<file path="src/rtl/mmu_pkg.sv">
package mmu_pkg;

    typedef enum logic [1:0] {
        CAUSE_NONE    = 2'd0,
        CAUSE_INVALID = 2'd1,
        CAUSE_PROT    = 2'd2
    } cause_e;

    typedef enum logic [1:0] {
        WALK_IDLE,
        WALK_ISSUE,
        WALK_WAIT
    } walk_e;

    // Decide the fault class of one access.
    function automatic cause_e classify(input logic present,
                                        input logic writable,
                                        input logic is_write);
        if (!present)
            return CAUSE_INVALID;
        if (is_write && !writable)
            return CAUSE_PROT;
        return CAUSE_NONE;
    endfunction

endpackage

</file>
<file path="src/rtl/xlate_tlb.sv">
module xlate_tlb #(
    parameter int ENTRIES = 4,
    parameter int VPN_W   = 4,
    parameter int FRAME_W = 4
) (
    input  logic               clk,
    input  logic               rst,
    input  logic               flush,
    input  logic [VPN_W-1:0]   lk_vpn,
    output logic               lk_hit,
    output logic [ENTRIES-1:0] lk_hit_vec,
    output logic [FRAME_W-1:0] lk_frame,
    output logic               lk_writable,
    input  logic               fill_en,
    input  logic               fill_pin,
    input  logic [VPN_W-1:0]   fill_vpn,
    input  logic [FRAME_W-1:0] fill_frame,
    input  logic               fill_writable
);
    localparam int IDX_W = (ENTRIES > 1) ? $clog2(ENTRIES) : 1;

    typedef struct packed {
        logic               valid;
        logic               pinned;
        logic               writable;
        logic [VPN_W-1:0]   vpn;
        logic [FRAME_W-1:0] frame;
    } slot_t;

    slot_t            slots [ENTRIES];
    logic [IDX_W-1:0] rr_q;
    logic [IDX_W-1:0] victim;
    logic             victim_found;
    logic             fill_go;

    // Per-slot tag compare.
    for (genvar g = 0; g < ENTRIES; g++) begin : g_match
        assign lk_hit_vec[g] = slots[g].valid && (slots[g].vpn == lk_vpn);
    end

    assign lk_hit = |lk_hit_vec;

    always_comb begin
        lk_frame    = '0;
        lk_writable = 1'b0;
        for (int k = 0; k < ENTRIES; k++) begin
            if (lk_hit_vec[k]) begin
                lk_frame    = lk_frame | slots[k].frame;
                lk_writable = lk_writable | slots[k].writable;
            end
        end
    end

    // Round-robin victim: first unlocked slot at or after the pointer.
    always_comb begin
        victim_found = 1'b0;
        victim       = '0;
        for (int k = 0; k < ENTRIES; k++) begin
            int unsigned cand;
            cand = (int'(rr_q) + k) % ENTRIES;
            if (!victim_found && !slots[cand].pinned) begin
                victim_found = 1'b1;
                victim       = IDX_W'(cand);
            end
        end
    end

    assign fill_go = fill_en && victim_found;

    always_ff @(posedge clk) begin
        if (rst) begin
            for (int k = 0; k < ENTRIES; k++)
                slots[k] <= '0;
            rr_q <= '0;
        end else begin
            for (int k = 0; k < ENTRIES; k++) begin
                if (fill_go && (victim == IDX_W'(k))) begin
                    slots[k].valid    <= 1'b1;
                    slots[k].pinned   <= fill_pin;
                    slots[k].writable <= fill_writable;
                    slots[k].vpn      <= fill_vpn;
                    slots[k].frame    <= fill_frame;
                end else if (flush && !slots[k].pinned) begin
                    slots[k].valid <= 1'b0;
                end
            end
            if (fill_go)
                rr_q <= (int'(victim) + 1 >= ENTRIES) ? '0 : victim + 1'b1;
        end
    end

endmodule

</file>
<file path="src/rtl/xlate_walker.sv">
module xlate_walker
    import mmu_pkg::*;
#(
    parameter int VPN_W = 4,
    parameter int PTB_W = 8,
    parameter int PTE_W = 6
) (
    input  logic             clk,
    input  logic             rst,
    input  logic             start,
    input  logic [VPN_W-1:0] start_vpn,
    input  logic [PTB_W-1:0] ptb,
    output logic             idle,
    output logic             done,
    output logic [PTE_W-1:0] pte,
    output logic [PTB_W-1:0] mem_addr,
    output logic             mem_rd_en,
    input  logic [PTE_W-1:0] mem_rd_data,
    input  logic             mem_rd_valid
);
    walk_e            state_q;
    logic [PTB_W-1:0] addr_q;

    always_ff @(posedge clk) begin
        if (rst) begin
            state_q <= WALK_IDLE;
            addr_q  <= '0;
        end else begin
            unique case (state_q)
                WALK_IDLE: if (start) begin
                    addr_q  <= ptb + PTB_W'(start_vpn);
                    state_q <= WALK_ISSUE;
                end
                WALK_ISSUE: state_q <= WALK_WAIT;
                WALK_WAIT:  if (mem_rd_valid) state_q <= WALK_IDLE;
                default:    state_q <= WALK_IDLE;
            endcase
        end
    end

    assign idle      = (state_q == WALK_IDLE);
    assign mem_rd_en = (state_q == WALK_ISSUE);
    assign mem_addr  = addr_q;
    assign done      = (state_q == WALK_WAIT) && mem_rd_valid;
    assign pte       = mem_rd_data;

endmodule

</file>
<file path="src/rtl/xlate_resp.sv">
module xlate_resp
    import mmu_pkg::*;
#(
    parameter int FRAME_W = 4,
    parameter int OFF_W   = 2
) (
    input  logic                     present,
    input  logic                     writable,
    input  logic                     is_write,
    input  logic [FRAME_W-1:0]       frame,
    input  logic [OFF_W-1:0]         offset,
    output logic [FRAME_W+OFF_W-1:0] paddr,
    output logic                     trap,
    output logic [1:0]               cause
);
    cause_e c;

    always_comb begin
        c     = classify(present, writable, is_write);
        cause = c;
        trap  = (c != CAUSE_NONE);
        paddr = trap ? '0 : {frame, offset};
    end

endmodule

</file>
<file path="src/rtl/paged_xlate.sv">
module paged_xlate
    import mmu_pkg::*;
#(
    parameter int VA_W    = 6,
    parameter int OFF_W   = 2,
    parameter int FRAME_W = 4,
    parameter int ENTRIES = 4,
    parameter int PTB_W   = 8
) (
    input  logic                     clk,
    input  logic                     rst,
    input  logic [PTB_W-1:0]         ptb,
    input  logic                     flush,
    input  logic                     req_valid,
    output logic                     req_ready,
    input  logic [VA_W-1:0]          req_addr,
    input  logic                     req_write,
    input  logic                     req_pin,
    output logic                     resp_valid,
    output logic [FRAME_W+OFF_W-1:0] resp_paddr,
    output logic                     resp_trap,
    output logic [1:0]               resp_cause,
    output logic [PTB_W-1:0]         mem_addr,
    output logic                     mem_rd_en,
    input  logic [FRAME_W+1:0]       mem_rd_data,
    input  logic                     mem_rd_valid
);
    localparam int VPN_W = VA_W - OFF_W;
    localparam int PA_W  = FRAME_W + OFF_W;
    localparam int PTE_W = FRAME_W + 2;

    typedef struct packed {
        logic [VPN_W-1:0] vpn;
        logic [OFF_W-1:0] off;
        logic             write;
        logic             pin;
    } pend_t;

    pend_t              pend_q;
    logic [VPN_W-1:0]   req_vpn;
    logic [OFF_W-1:0]   req_off;
    logic               accept, hit_go, walk_start;
    logic               walk_idle, walk_done;
    logic [PTE_W-1:0]   pte;
    logic               lk_hit, lk_writable;
    logic [ENTRIES-1:0] hit_vec;
    logic [FRAME_W-1:0] lk_frame;
    logic               fill_en;

    logic               sel_present, sel_writable, sel_write;
    logic [FRAME_W-1:0] sel_frame;
    logic [OFF_W-1:0]   sel_off;
    logic [PA_W-1:0]    nxt_paddr;
    logic               nxt_trap;
    logic [1:0]         nxt_cause;

    assign req_vpn    = req_addr[VA_W-1:OFF_W];
    assign req_off    = req_addr[OFF_W-1:0];
    assign req_ready  = walk_idle;
    assign accept     = req_valid && req_ready;
    assign hit_go     = accept && lk_hit;
    assign walk_start = accept && !lk_hit;

    always_ff @(posedge clk) begin
        if (rst)
            pend_q <= '0;
        else if (accept)
            pend_q <= '{vpn: req_vpn, off: req_off, write: req_write, pin: req_pin};
    end

    xlate_tlb #(
        .ENTRIES(ENTRIES),
        .VPN_W  (VPN_W),
        .FRAME_W(FRAME_W)
    ) tlb_i (
        .clk          (clk),
        .rst          (rst),
        .flush        (flush),
        .lk_vpn       (req_vpn),
        .lk_hit       (lk_hit),
        .lk_hit_vec   (hit_vec),
        .lk_frame     (lk_frame),
        .lk_writable  (lk_writable),
        .fill_en      (fill_en),
        .fill_pin     (pend_q.pin),
        .fill_vpn     (pend_q.vpn),
        .fill_frame   (pte[FRAME_W-1:0]),
        .fill_writable(pte[FRAME_W])
    );

    xlate_walker #(
        .VPN_W(VPN_W),
        .PTB_W(PTB_W),
        .PTE_W(PTE_W)
    ) walk_i (
        .clk         (clk),
        .rst         (rst),
        .start       (walk_start),
        .start_vpn   (req_vpn),
        .ptb         (ptb),
        .idle        (walk_idle),
        .done        (walk_done),
        .pte         (pte),
        .mem_addr    (mem_addr),
        .mem_rd_en   (mem_rd_en),
        .mem_rd_data (mem_rd_data),
        .mem_rd_valid(mem_rd_valid)
    );

    // Valid refill is cached unless a flush in the same cycle discards it.
    assign fill_en = walk_done && pte[PTE_W-1] && !(flush && !pend_q.pin);

    // Response source: fetched entry on walk completion, cache otherwise.
    always_comb begin
        if (walk_done) begin
            sel_present  = pte[PTE_W-1];
            sel_writable = pte[FRAME_W];
            sel_frame    = pte[FRAME_W-1:0];
            sel_off      = pend_q.off;
            sel_write    = pend_q.write;
        end else begin
            sel_present  = 1'b1;
            sel_writable = lk_writable;
            sel_frame    = lk_frame;
            sel_off      = req_off;
            sel_write    = req_write;
        end
    end

    xlate_resp #(
        .FRAME_W(FRAME_W),
        .OFF_W  (OFF_W)
    ) resp_i (
        .present (sel_present),
        .writable(sel_writable),
        .is_write(sel_write),
        .frame   (sel_frame),
        .offset  (sel_off),
        .paddr   (nxt_paddr),
        .trap    (nxt_trap),
        .cause   (nxt_cause)
    );

    always_ff @(posedge clk) begin
        if (rst) begin
            resp_valid <= 1'b0;
            resp_paddr <= '0;
            resp_trap  <= 1'b0;
            resp_cause <= 2'd0;
        end else begin
            resp_valid <= hit_go || walk_done;
            if (hit_go || walk_done) begin
                resp_paddr <= nxt_paddr;
                resp_trap  <= nxt_trap;
                resp_cause <= nxt_cause;
            end
        end
    end

endmodule

</file>
<file path="config.mk">
export PLATFORM = sky130hd
export DESIGN_NAME = paged_xlate
export DESIGN_NICKNAME = d
export VERILOG_FILES = /design/src/rtl/mmu_pkg.sv /design/src/rtl/xlate_tlb.sv /design/src/rtl/xlate_walker.sv /design/src/rtl/xlate_resp.sv /design/src/rtl/paged_xlate.sv
export SDC_FILE = /design/constraint.sdc
export NUM_CORES = 1
export LEC_CHECK = 0
export ABC_AREA = 0
export CAP_MARGIN = 20
export CORE_AREA = 2 2 117 119
export DETAILED_ROUTE_END_ITERATION = 12
export DIE_AREA = 0 0 119 121
export PLACE_DENSITY_LB_ADDON = 0.2
export REMOVE_ABC_BUFFERS = 1
export SYNTH_ARGS = -nofsm -noshare
export SYNTH_HDL_FRONTEND = slang
export SYNTH_SLANG_ARGS = --single-unit
</file>
<file path="constraint.sdc">
create_clock -name clk -period 4.12 [get_ports clk]
set_clock_uncertainty 0.15 [all_clocks]
set_input_delay 0.824 -clock clk [delete_from_list [all_inputs] [get_ports clk]]
set_output_delay 0.824 -clock clk [all_outputs]
set_load 0.01 [all_outputs]
</file>
== Word level (Yosys, flattened, before mapping) ==
Memory sizes are Yosys's and may differ from the RTL's. A register that Yosys moved wholly into a read port is not among the register bits.
Cells that the tools add are included.

* Output and inout bits: 20
* Memories kept: 1
* Bits in registers: 30
* Word-level logic and storage cells: 192
* RAM bits: 44

{| class="wikitable"
|+ Memory list
! name !! words !! bits a word !! rd ports !! clocked after Yosys merged registers in !! write ports !! line !! source
|-
| tlb_i.slots || 4 || 11 || 8 || 1 || 4 || xlate_tlb.sv:30 || <nowiki>slot_t slots [ENTRIES];</nowiki>
|}

* Bitwise logic cells: 30
* Equal/unequal tests: 11
* Add/subtract/negate cells: 6
* Reductions and logical operators: 44
* $lt $le $gt $ge: 1
* Multiplexer cells: 88

{| class="wikitable"
|+ Operators by type and width
! operator !! number
|-
| two-way mux 1 bit || 59
|-
| two-way mux 4 bit || 13
|-
| greater-or-equal comparator 32 x 4 -> 1 bit (second input constant) || 1
|-
| two-way mux 2 bit || 14
|-
| bitwise OR 1 bit || 27
|-
| logical AND 1 bit || 24
|-
| equality test 4 bit || 4
|-
| logical NOT 1 bit || 13
|-
| bitwise OR 4 bit || 3
|-
| adder 8 x 4 -> 8 bit || 1
|-
| equality test 2 bit (second input constant) || 3
|-
| two-way mux 6 bit || 1
|-
| case mux 2 bit (3 select lines) || 1
|-
| adder 2 x 1 -> 2 bit (second input constant) || 2
|-
| adder 2 bit (second input constant) || 2
|-
| equality test 2 x 1 -> 1 bit (second input constant) || 2
|-
| logical NOT 2 bit || 2
|-
| AND reduction 2 bit || 2
|-
| OR reduction 4 bit || 1
|-
| adder 2 x 1 -> 3 bit (second input constant) || 1
|-
| != test 2 x 1 -> 1 bit (second input constant) || 1
|-
| != test 2 bit (second input constant) || 1
|-
| nonzero test 2 bit || 1
|-
| logical OR 1 bit || 1
|}

== Depth between registers and ports, before layout ==
Gate-level depths: netlist of run 1.
An unclocked memory read counts as a cell.

* Depth in word-level cells: 19
* Gate-level depth with buffers: 10
* Mapped depth without buffers: 9

== By module ==
A second synthesis of run 1 with hierarchy kept.

* Cell total of the unflattened synthesis: 398
* Area total of the unflattened synthesis: 4,222.8 um^2

{| class="wikitable"
|+ By module, submodules not included
! module !! cells each !! area each (um^2) !! times used !! sequential area each (um^2)
|-
| xlate_tlb || 224 || 2,596.2 || 1 || 1,401.3
|-
| paged_xlate || 94 || 949.7 || 1 || 360.3
|-
| xlate_walker || 70 || 614.3 || 1 || 200.2
|-
| xlate_resp || 10 || 62.6 || 1 || 0.0
|}

== Worst setup path after synthesis of run 1 ==
OpenSTA, ideal clock, no wires.

* Path type: flip-flop to flip-flop
* From: memory tlb_i.slots[3][9] (netlist bit)
* To: memory tlb_i.slots[3][10] (netlist bit) (enable)
* Stages on the path, launching flop included: 10
* Clock period less this slack: 2.620 ns
* Path slack: 1.500 ns
* Path buffers: 1
* Arrival: 2.223 ns
* Data required time: 3.723 ns
* Path through: edfxtp_1 -> buf_6 -> mux4_2 -> o311ai_0 -> a211oi_1 -> o21ai_0 -> inv_1 -> ha_1 -> a21o_2 -> o21bai_1

{| class="wikitable"
|+ RTL lines
! what !! line
|-
| from (decl) || xlate_tlb.sv:30
|}

== Worst setup path in the final report of run 1 ==
* From: input req_addr[2]
* To: register walk_i.addr_q[1] (netlist: walk_i.mem_addr[1])

* Longest elaborated chain between the ends: 6
* Elaborated cells between the ends (all ways): 13

{| class="wikitable"
|+ Ends and longest elaborated chain
! what !! line !! source
|-
| from (decl) || paged_xlate.sv:16 || <nowiki>input logic [VA_W-1:0] req_addr,</nowiki>
|-
| equality test 4 bit || xlate_tlb.sv:38 || <nowiki>assign lk_hit_vec[g] = slots[g].valid && (slots[g].vpn == lk_vpn);</nowiki>
|-
| logical AND 1 bit || xlate_tlb.sv:38 ||
|-
| OR reduction 4 bit || xlate_tlb.sv:41 || <nowiki>assign lk_hit = |lk_hit_vec;</nowiki>
|-
| logical NOT 1 bit || paged_xlate.sv:62 || <nowiki>assign walk_start = accept && !lk_hit;</nowiki>
|-
| logical AND 1 bit || paged_xlate.sv:62 ||
|-
| AND reduction 2 bit (no source line) || - ||
|-
| to (signal assigned) || xlate_walker.sv:31 || <nowiki>addr_q <= ptb + PTB_W'(start_vpn);</nowiki>
|-
| to (decl) || xlate_walker.sv:22 || <nowiki>logic [PTB_W-1:0] addr_q;</nowiki>
|}

Parallel ways exist; a longest one is shown, timed or not.
A chain may end at the register's enable or synchronous reset.

==> results of run 1 <==
## kinds of logic after synthesis
family,share of synthesized area
adders and majority gates,0.03120
DFF,0.5096
muxes,0.02177
AOI/OAI and AO/OA,0.1527
xor gates and xnor gates,0.05005
and+or+nand+nor,0.1787
buffers and inverters,0.05590
## area by class of cell
cell class / instances / area [µm²] / share of cell area
clock buffer: 10 / 229.0 / 0.04849
clock inverter: 6 / 102.6 / 0.02173
inverter: 12 / 45.04 / 0.009539
multi-input combinational: 237 / 1673 / 0.3543
sequential: 76 / 1962 / 0.4155
tap: 176 / 220.2 / 0.04663
timing repair buffer: 50 / 490.5 / 0.1039
## cells in the final DEF (no fill, tap or decap), types with 3 or more instances in the layout
| master | n |
|---|---|
| a31o_2 | 4 |
| a21o_2 | 4 |
| a21oi_1 | 20 |
| and3_4 | 3 |
| a21o_1 | 6 |
| o32ai_1 | 6 |
| xnor2_1 | 9 |
| nor3_1 | 5 |
| edfxtp_1 | 44 |
| ha_1 | 8 |
| clkbuf_16 | 9 |
| nand3b_1 | 3 |
| nand3_1 | 9 |
| xor2_1 | 13 |
| clkdlybuf4s50_1 | 46 |
| a22oi_1 | 8 |
| and2_1 | 42 |
| mux2i_1 | 5 |
| and2_2 | 3 |
| o21ai_0 | 4 |
| nand2_1 | 31 |
| bufinv_16 | 3 |
| buf_4 | 4 |
| nor2_1 | 13 |
| inv_1 | 12 |
| dfxtp_1 | 32 |
| a31oi_1 | 3 |
## layer usage
layer | vias to the layer above | part of all wire
met2 | 50 | 0.48
met5 | - | 0
li1 | 1323 | -
met3 | 6 | 0.037
met4 | 0 | 0.0069
met1 | 1309 | 0.48
## stage by stage
| step | hold WS (ns) | std cells | total power (W) | utilization |
|---|---|---|---|---|
| final | 0.3028 | 567 | 0.001940 | 0.3609 |
| after global placement | 0.2941 | 551 | 0.001072 | 0.3355 |
| after global routing | 0.3271 | 567 | 0.002017 | 0.3609 |
| after CTS | 0.3038 | 567 | 0.001966 | 0.3609 |
| after detailed placement | 0.2958 | 551 | 0.001074 | 0.3355 |
| after floorplan | 0.2796 | 325 | 0.0009713 | - |
## worst register-to-register path: stages (launching register included)
cell and delay [ns]:
edfxtp_1 0.50, mux4_2 0.57, o311ai_0 0.15, a211oi_1 0.08, o21ai_0 0.37, inv_1 0.15, ha_1 0.24, a21o_2 0.31
o21bai_1 0.21
## worst max path at each step
stage / endpoint / startpoint / depth (start not counted)
global route: walk_i.mem_addr[1] / req_addr[2] / 7
floorplan: tlb_i.slots[3][10] / tlb_i.slots[3][9] / 8
global placement: walk_i.mem_addr[5] / req_addr[2] / 7
detailed placement: walk_i.mem_addr[1] / req_addr[2] / 7
CTS: walk_i.mem_addr[1] / req_addr[2] / 7
finish: walk_i.mem_addr[1] / req_addr[2] / 7
## state kept, by name (all words and copies together), names as in the netlist, named ones only
name	flops
tlb_i.rr_q	2
resp_trap	1
tlb_i.slots	44
pend_q	8
walk_i.state_q	2
resp_paddr	6
resp_valid	1
walk_i.mem_addr	8
resp_cause	2
## synthesized netlist by cell type (3+ instances only)
cell type	n	area share
inv_1	12	0.012
buf_6	8	0.023
edfxtp_1	44	0.34
o32ai_1	6	0.014
a21oi_1	20	0.026
o21ai_0	4	0.0052
a31o_2	4	0.0091
nor2_1	13	0.013
xnor2_1	9	0.020
nand2_1	31	0.030
nand3_1	9	0.012
xor2_1	13	0.030
nor3_1	5	0.0065
and2_2	3	0.0058
nand3b_1	3	0.0058
a31oi_1	3	0.0049
ha_1	8	0.026
clkbuf_1	6	0.0058
buf_2	7	0.0091
and3_4	3	0.0088
a21o_1	6	0.012
and2_1	42	0.068
dfxtp_1	32	0.17
a21o_2	4	0.0091
mux2i_1	5	0.013
a22oi_1	8	0.016
## power by group
group / leakage, nW / switching (W) / internal (W) / total, W
combinational: 0.904 / 0.000106 / 0.0000953 / 0.000201
clock: 0.162 / 0.000298 / 0.000587 / 0.000884
sequential: 0.718 / 0.0000193 / 0.000835 / 0.000854
==> results.sh, run 1 <==
export IMPL_status="complete, no violations"
export IMPL_place_area_um2=4390
export IMPL_max_slew_worst_pin_slew_ns=0.6398
export IMPL_crit_type="in2reg"
export IMPL_ant_nets=0
export IMPL_gp_congestion=0.7734
export IMPL_finalWorstSetupSlack_ns=0.8839
export IMPL_path_cells="clkdlybuf4s50_1 -> xnor2_1 -> and2_1 -> and2_0 -> nor4_4 -> a21oi_1 -> a311oi_2"
export IMPL_drive_gt1_frac=0.1151
export IMPL_tritoncts="done"
export IMPL_cp_arrival_ns=3.32
export IMPL_met3_usage=0.02961
export IMPL_min_period_over_period=0.7855
export IMPL_cts_made_buffers=9
export IMPL_start_kind="input port"
export IMPL_holdBufCountCts=0
export IMPL_grtUsageMet2=0.2252
export IMPL_cts_resized=0
export IMPL_crit_required_ns=4.20
export IMPL_fp_dieW_um=119
export IMPL_chipHeight_um=121
export IMPL_dieArea_um2=14400
export IMPL_wirelength_um=9073
export IMPL_cts_sinks=76
export IMPL_drc=0
export IMPL_ys_types=57
export IMPL_crit_path_end_kind="register"
export IMPL_use_met1=0.1687
export IMPL_syn_area_um2=3850
export IMPL_min_to="pend_q[2]"
export IMPL_cap_viol_max_count=0
export IMPL_fillCellCount=1296
export IMPL_dp_hpwl_um=6419
export IMPL_synth_edf_count=44
export IMPL_place_ws_ns=0.5168
export IMPL_grt_use_total=0.1336
export IMPL_cts_root_buf="clkbuf_16"
export IMPL_antenna_found_initial=0
export IMPL_irDropWorstVdd_uv=157.0
export IMPL_avgSynthCellArea_um2=11.03
export IMPL_grt_ovfl_total=0
export IMPL_io_buffer_count=46
export IMPL_fmax_mhz=309.0
export IMPL_busiest_layer="met2"
export IMPL_hold_class="reg2reg"
export IMPL_grt_pass1_vias=2775
export IMPL_synth_async_reset_ratio=0
export IMPL_hold_depth=2
export IMPL_fp_row_count=42
export IMPL_regToRegSetupSlack_ns=1.14
export IMPL_cts_setup_buffers=0
export IMPL_initial_core_util=0.2942
export IMPL_core_um2=13090
export IMPL_synth_top_flop_cell="edfxtp_1"
export IMPL_synth_seq_cells=76
export IMPL_cts_buffer_depth=2
export IMPL_area_delta_synth_final_pct=22.65
export IMPL_p_leak_nw=1.783
export IMPL_final_nets=422
export IMPL_p_per_area_nw_per_um2=410.8
export IMPL_clkTransAtPathRegs_ns=0.06
export IMPL_min_from="pend_q[2]"
export IMPL_yosysSeqAreaShare=0.5096
export IMPL_max_slew_margin_rel=0.5702
export IMPL_worst_path_max_delay_cell="nor4_4"
export IMPL_max_stage_delay_ns=0.68
export IMPL_path_buf_inv=1
export IMPL_worstPathMaxFanout=12
export IMPL_ys_warn_count=0
export IMPL_vias=2688
export IMPL_clkLatencyLatePin_ns=0.33
export IMPL_synthCells=349
export IMPL_io_pins=47
export IMPL_rr_startpoint="tlb_i.slots[3][9]"
export IMPL_via_per_inst=4.741
export IMPL_n_antenna_cell=0
export IMPL_grt_max_degree=23
export IMPL_routedWlPerCell_um=16.00
export IMPL_firstDrtPassIters=4
export IMPL_fin_crit_ns=3.236
export IMPL_slew_viol_final=0
export IMPL_finish_instance_area_um2=4722
export IMPL_h_tree_depth=3
export IMPL_timing_rr_end="tlb_i.slots[3][10]"
export IMPL_final_hold_violation_count=0
export IMPL_rsz0062_at_grt="no"
export IMPL_ff2ff_path_depth=8
export IMPL_fin_tns_setup_ns=0
export IMPL_drt_iter0_markers=148
export IMPL_setup_viol=0
export IMPL_grt_first_pass_wirelength_um=14680
export IMPL_critPathTopFamily="simple AND/OR/NAND/NOR gates"
(Power assumes the default switching activity.)
==> inputs of run 2 (changes only) <==
Clock period 4.12 ns to 2.6 ns, I/O delays scaled along.
==> run 2 against run 1 <==
Compared with the run above:
- final area increased by 5.8%
- critical path depth up 1
- wire length is 2.1% higher
- sequential power rose by 58%
- hold slack about the same
- core utilization up 2.1 points
- first-iteration DRC count grew 2.0%
- sequential cell count unchanged
==> results.sh, run 2 (synthesized netlist as in run 1, its figures left out) <==
export IMPL_swShare=0.2408
export IMPL_crit_path_end_kind="register"
export IMPL_dieArea_um2=14400
export IMPL_ant_nets=0
export IMPL_final_cells=606
export IMPL_max_slew_margin_rel=0.6478
export IMPL_final_cell_mix="edfxtp_1 (44), clkdlybuf4s50_1 (42), and2_1 (40), buf_4 (40), dfxtp_1 (32)"
export IMPL_cts_root_buf="clkbuf_16"
export IMPL_min_period_over_period=0.9327
export IMPL_fp_dieW_um=119
export IMPL_hold_class="reg2reg"
export IMPL_crit_required_ns=2.55
export IMPL_io_pins=47
export IMPL_final_hold_violation_count=0
export IMPL_regToRegSetupSlack_ns=0.17
export IMPL_firstDrtPassIters=5
export IMPL_grt_pass1_vias=2833
export IMPL_cts_buffer_depth=2
export IMPL_fp_row_count=42
export IMPL_p_int_w=0.002154
export IMPL_vias=2771
export IMPL_fillCellCount=1295
export IMPL_routedWlPerCell_um=15.28
export IMPL_worst_path_max_delay_cell="mux4_2"
export IMPL_final_nets=461
export IMPL_combPwrFrac=0.131
export IMPL_gp_congestion=0.8424
export IMPL_grt_use_total=0.1372
export IMPL_tritoncts="done"
export IMPL_start_kind="register"
export IMPL_largest_register_ffs=44
export IMPL_cp_arrival_ns=2.38
export IMPL_fin_tns_setup_ns=0
export IMPL_drc=0
export IMPL_slew_viol_final=0
export IMPL_place_area_um2=4691
export IMPL_status="complete, no violations"
export IMPL_timing_rr_end="tlb_i.slots[3][10]"
export IMPL_initial_core_util=0.2942
export IMPL_regMostFlops="tlb_i.slots"
export IMPL_p_leak_nw=1.993
export IMPL_holdBufCountCts=0
export IMPL_max_stage_delay_ns=0.48
export IMPL_fin_crit_ns=2.425
export IMPL_min_to="pend_q[2]"
export IMPL_power_frac_clock=0.392
export IMPL_dp_hpwl_um=6844
export IMPL_regArea_um2=1962
export IMPL_h_tree_depth=3
export IMPL_crit_type="reg2reg"
export IMPL_chipHeight_um=121
export IMPL_n_antenna_cell=0
export IMPL_via_per_inst=4.573
export IMPL_drt_iter0_markers=151
export IMPL_setup_viol=0
export IMPL_min_from="pend_q[2]"
export IMPL_worstPathMaxFanout=5
export IMPL_p_switching_w=0.0006833
export IMPL_post_place_cells=586
export IMPL_multi_input_area_um2=1684
export IMPL_p_per_area_nw_per_um2=567.8
export IMPL_rr_startpoint="tlb_i.slots[1][9]"
export IMPL_wirelength_um=9259
export IMPL_cap_viol_max_count=0
export IMPL_p_seq_frac=0.477
export IMPL_grt_max_degree=21
export IMPL_ff2ff_path_depth=8
export IMPL_clkLatencyLatePin_ns=0.34
export IMPL_grt_first_pass_wirelength_um=14970
export IMPL_irDropWorstVdd_uv=305.2
export IMPL_mostFrequentLayoutCell="edfxtp_1"
export IMPL_hold_depth=2
export IMPL_io_buffer_count=46
export IMPL_grt_ovfl_total=0
export IMPL_finish_instance_area_um2=4997
export IMPL_rsz0062_at_grt="no"
export IMPL_finalWorstSetupSlack_ns=0.1749
export IMPL_area_delta_synth_final_pct=29.80
export IMPL_fmax_mhz=412.4
export IMPL_cts_made_buffers=9
export IMPL_clkTransAtPathRegs_ns=0.06
export IMPL_core_um2=13090
export IMPL_antenna_found_initial=0
export IMPL_max_slew_worst_pin_slew_ns=0.5270
export IMPL_path_cells="mux4_2 -> o311ai_0 -> a211oi_1 -> o21ai_1 -> inv_1 -> ha_1 -> a21o_2 -> o21bai_1"
export IMPL_place_ws_ns=-0.4554
export IMPL_whs_ns=0.3024
export IMPL_cts_sinks=76
export IMPL_drive_gt1_frac=0.2000
[run 2: cell types whose count changed in the layout (fill, tap and decap cells not counted), sizes merged]
cell and delta:
dlymetal6s2s +4, clkbuf +2, bufinv -3, clkdlybuf4s50 -4, buf +39, clkinv +1
[run 2: what timing repair did]
| item | in CTS | in global routing |
|---|---|---|
| pin swaps | 1 | 3 |
| setup buffers | 3 | 1 |
| resized for setup | 1 | 9 |
| setup endpoints to repair | 6 | 72 |
[run 2: critical path, delay by kind of cell, from the launching register on]
kind                       cells  cell delay, ns
adders and majority gates      1            0.22
DFF                            1            0.42
muxes                          1            0.48
buffers and inverters          1            0.10
AOI/OAI and AO/OA              5            0.80
[run 2: area by class of cell]
class,instances,share of cell area
clock buffers,12,0.04732
clock inverters,4,0.003756
well taps,176,0.04407
inverters,12,0.009014
multi-input cells,237,0.3370
flip-flops and latches,76,0.3926
repair buffers,89,0.1662
[run 2: power groups by stage]
stage	sequential (W)	combinational, W	clock, W
floorplan	0.00138	0.000161	0
global placement	0.00138	0.000368	0
detailed placement	0.00138	0.000370	0
CTS	0.00135	0.000375	0.00115
global route	0.00136	0.000407	0.00120
finish	0.00135	0.000371	0.00111
[run 2: worst max path at each step]
stage,startpoint,end,slack (ns),cells after the start
5_1_grt,tlb_i.slots[1][9],tlb_i.slots[3][10],0.06,8
3_3_place_gp,req_addr[5],walk_i.mem_addr[1],-0.36,8
3_5_place_dp,req_addr[5],walk_i.mem_addr[1],-0.46,8
6_report,tlb_i.slots[1][9],tlb_i.slots[3][10],0.17,8
2_1_floorplan,tlb_i.slots[3][9],tlb_i.slots[3][10],-0.005,8
4_1_cts,tlb_i.slots[1][9],tlb_i.slots[3][10],0.02,8
[run 2: per-stage QoR]
step | total power, W | util
after global placement | 0.001747 | 0.3585
final | 0.002837 | 0.3819
after CTS | 0.002875 | 0.3798
after floorplan | 0.001539 | -
after global routing | 0.002967 | 0.3819
after detailed placement | 0.001749 | 0.3585
[run 2: routing by layer]
metal | vias up | part of all wire | global-route usage
li1 | 1404 | - | -
met1 | 1316 | 0.49 | 0.1806
met2 | 39 | 0.47 | 0.2184
met3 | 12 | 0.028 | 0.03242
met4 | 0 | 0.016 | 0.05432
met5 | - | 0 | 0
==> inputs of run 3 (changes only) <==
Clock period 2.6 ns to 2.4 ns, I/O delays scaled along.
==> run 3 against run 2 <==
Compared with the run above:
- final cell count increased by 1.8%
- global-route usage decreased by 0.18 points
- the flow now finishes with violations (negative setup slack)
- register-to-register slack got worse by 0.18 ns
- non-clock buffer count increased by 9
- core utilization increased by 1.7 points
- final area increased by 4.5%
==> results.sh, run 3 (synthesized netlist as in run 1, its figures left out) <==
export IMPL_status="finished with violations"
export IMPL_violations="negative setup slack"
export IMPL_cts_root_buf="clkbuf_16"
export IMPL_io_buffer_count=46
export IMPL_place_ws_ns=-0.6325
export IMPL_min_period_over_period=1.002
export IMPL_setup_viol=7
export IMPL_n_antenna_cell=0
export IMPL_cap_viol_max_count=0
export IMPL_dp_hpwl_um=7001
export IMPL_p_switching_w=0.0007852
export IMPL_rsz0062_at_grt="yes"
export IMPL_final_nets=472
export IMPL_grt_ovfl_total=0
export IMPL_drc=0
export IMPL_fillCellCount=1263
export IMPL_final_hold_violation_count=0
export IMPL_finish_instance_area_um2=5221
export IMPL_regArea_um2=1962
export IMPL_routedWlPerCell_um=15.57
export IMPL_multi_input_area_um2=1775
export IMPL_wirelength_um=9605
export IMPL_clkLatencyLatePin_ns=0.33
export IMPL_worstPathMaxFanout=5
export IMPL_finalWorstSetupSlack_ns=-0.005709
export IMPL_ant_nets=0
export IMPL_grt_use_total=0.1354
export IMPL_vias=2810
export IMPL_drive_gt1_frac=0.2472
export IMPL_cts_sinks=76
export IMPL_max_slew_worst_pin_slew_ns=0.5602
export IMPL_power_frac_clock=0.418
export IMPL_grt_pass1_vias=2823
export IMPL_start_kind="register"
export IMPL_fp_row_count=42
export IMPL_h_tree_depth=3
export IMPL_swShare=0.2413
export IMPL_initial_core_util=0.2942
export IMPL_chipHeight_um=121
export IMPL_crit_type="reg2reg"
export IMPL_fmax_mhz=415.7
export IMPL_drt_iter0_markers=100
export IMPL_p_per_area_nw_per_um2=623.2
export IMPL_max_slew_margin_rel=0.6256
export IMPL_largest_register_ffs=44
export IMPL_fin_crit_ns=2.406
export IMPL_dieArea_um2=14400
export IMPL_firstDrtPassIters=4
export IMPL_p_seq_frac=0.450
export IMPL_crit_required_ns=2.30
export IMPL_p_leak_nw=2.051
export IMPL_grt_max_degree=21
export IMPL_gp_congestion=0.8033
export IMPL_hold_class="reg2reg"
export IMPL_cts_buffer_depth=2
export IMPL_irDropWorstVdd_uv=279.9
export IMPL_place_area_um2=4776
export IMPL_regMostFlops="tlb_i.slots"
export IMPL_p_int_w=0.002469
export IMPL_clkTransAtPathRegs_ns=0.06
export IMPL_mostFrequentLayoutCell="buf_4"
export IMPL_combPwrFrac=0.132
export IMPL_antenna_found_initial=0
export IMPL_fin_tns_setup_ns=-0.03154
export IMPL_tritoncts="done"
export IMPL_via_per_inst=4.554
export IMPL_io_pins=47
export IMPL_crit_path_end_kind="register"
export IMPL_area_delta_synth_final_pct=35.62
export IMPL_grt_first_pass_wirelength_um=15010
export IMPL_fp_dieW_um=119
export IMPL_slew_viol_final=0
export IMPL_final_cell_mix="buf_4 (45), edfxtp_1 (44), clkdlybuf4s50_1 (42)"
export IMPL_cp_arrival_ns=2.30
export IMPL_core_um2=13090
export IMPL_cts_made_buffers=9
-- run 3: cell count changes in the layout (fill, tap and decap cells not counted), sizes merged --
cell          previous run  this run
and3                     4         6
buf                     43        52
bufinv                   0         1
clkbuf                  12         9
clkinv                   4         5
clkinvlp                 0         1
dlygate4sd2              0         4
dlymetal6s2s             4         0
-- run 3: critical path, cell delays in order (launching register included) --
cell	delay (ns)
edfxtp_1	0.42
mux4_2	0.51
buf_6	0.15
mux2_4	0.33
inv_2	0.09
ha_2	0.19
a21o_4	0.14
buf_4	0.14
-- run 3: final timing paths --
| path | startpoint | end | slack (ns) | depth (start not counted) |
|---|---|---|---|---|
| min reg2reg | pend_q[2] | pend_q[2] | 0.31 | 2 |
| min | pend_q[2] | pend_q[2] | 0.31 | 2 |
| max reg2reg | tlb_i.slots[0][9] | tlb_i.slots[0][0] | -0.006 | 7 |
| max | tlb_i.slots[0][9] | tlb_i.slots[0][0] | -0.006 | 7 |
-- run 3: layout make-up --
class | count | area share
clock buffer | 9 | 0.04313
sequential | 76 | 0.3757
inverter | 12 | 0.008627
multi-input combinational | 239 | 0.3400
clock inverter | 7 | 0.01486
tap | 176 | 0.04218
timing repair buffer | 98 | 0.1754
-- run 3: per-stage QoR --
step                      utilization  cells  hold WS [ns]  total power (W)
after floorplan                     -    325        0.2796         0.001667
after CTS                      0.3934    615        0.3147         0.003293
after global routing           0.3990    617        0.3346         0.003390
after detailed placement       0.3650    594        0.3052         0.001908
final                          0.3990    617        0.3113         0.003254
after global placement         0.3650    594        0.2937         0.001906
-- run 3: repair_timing --
item	CTS	global route
endpoints found under the setup margin	86	86
pin swaps	7	4
hold buffers	0	0
setup buffers	5	0
gates resized for setup	16	13
cloned	0	2
-- run 3: power by group through the flow --
| stage | logic [W] | clock network [W] | registers (W) |
|---|---|---|---|
| 2_1_floorplan | 0.000175 | 0 | 0.00149 |
| 3_3_place_gp | 0.000412 | 0 | 0.00149 |
| 3_5_place_dp | 0.000415 | 0 | 0.00149 |
| 4_1_cts | 0.000426 | 0.00140 | 0.00147 |
| 5_1_grt | 0.000471 | 0.00145 | 0.00147 |
| 6_report | 0.000431 | 0.00136 | 0.00146 |
-- run 3: metal layers --
layer	up-vias	wire length [µm]	track usage
met5	-	0	0
met4	0	123	0.04688
met3	6	338	0.02820
met2	51	4668	0.2231
met1	1328	4475	0.1769
li1	1425	-	-
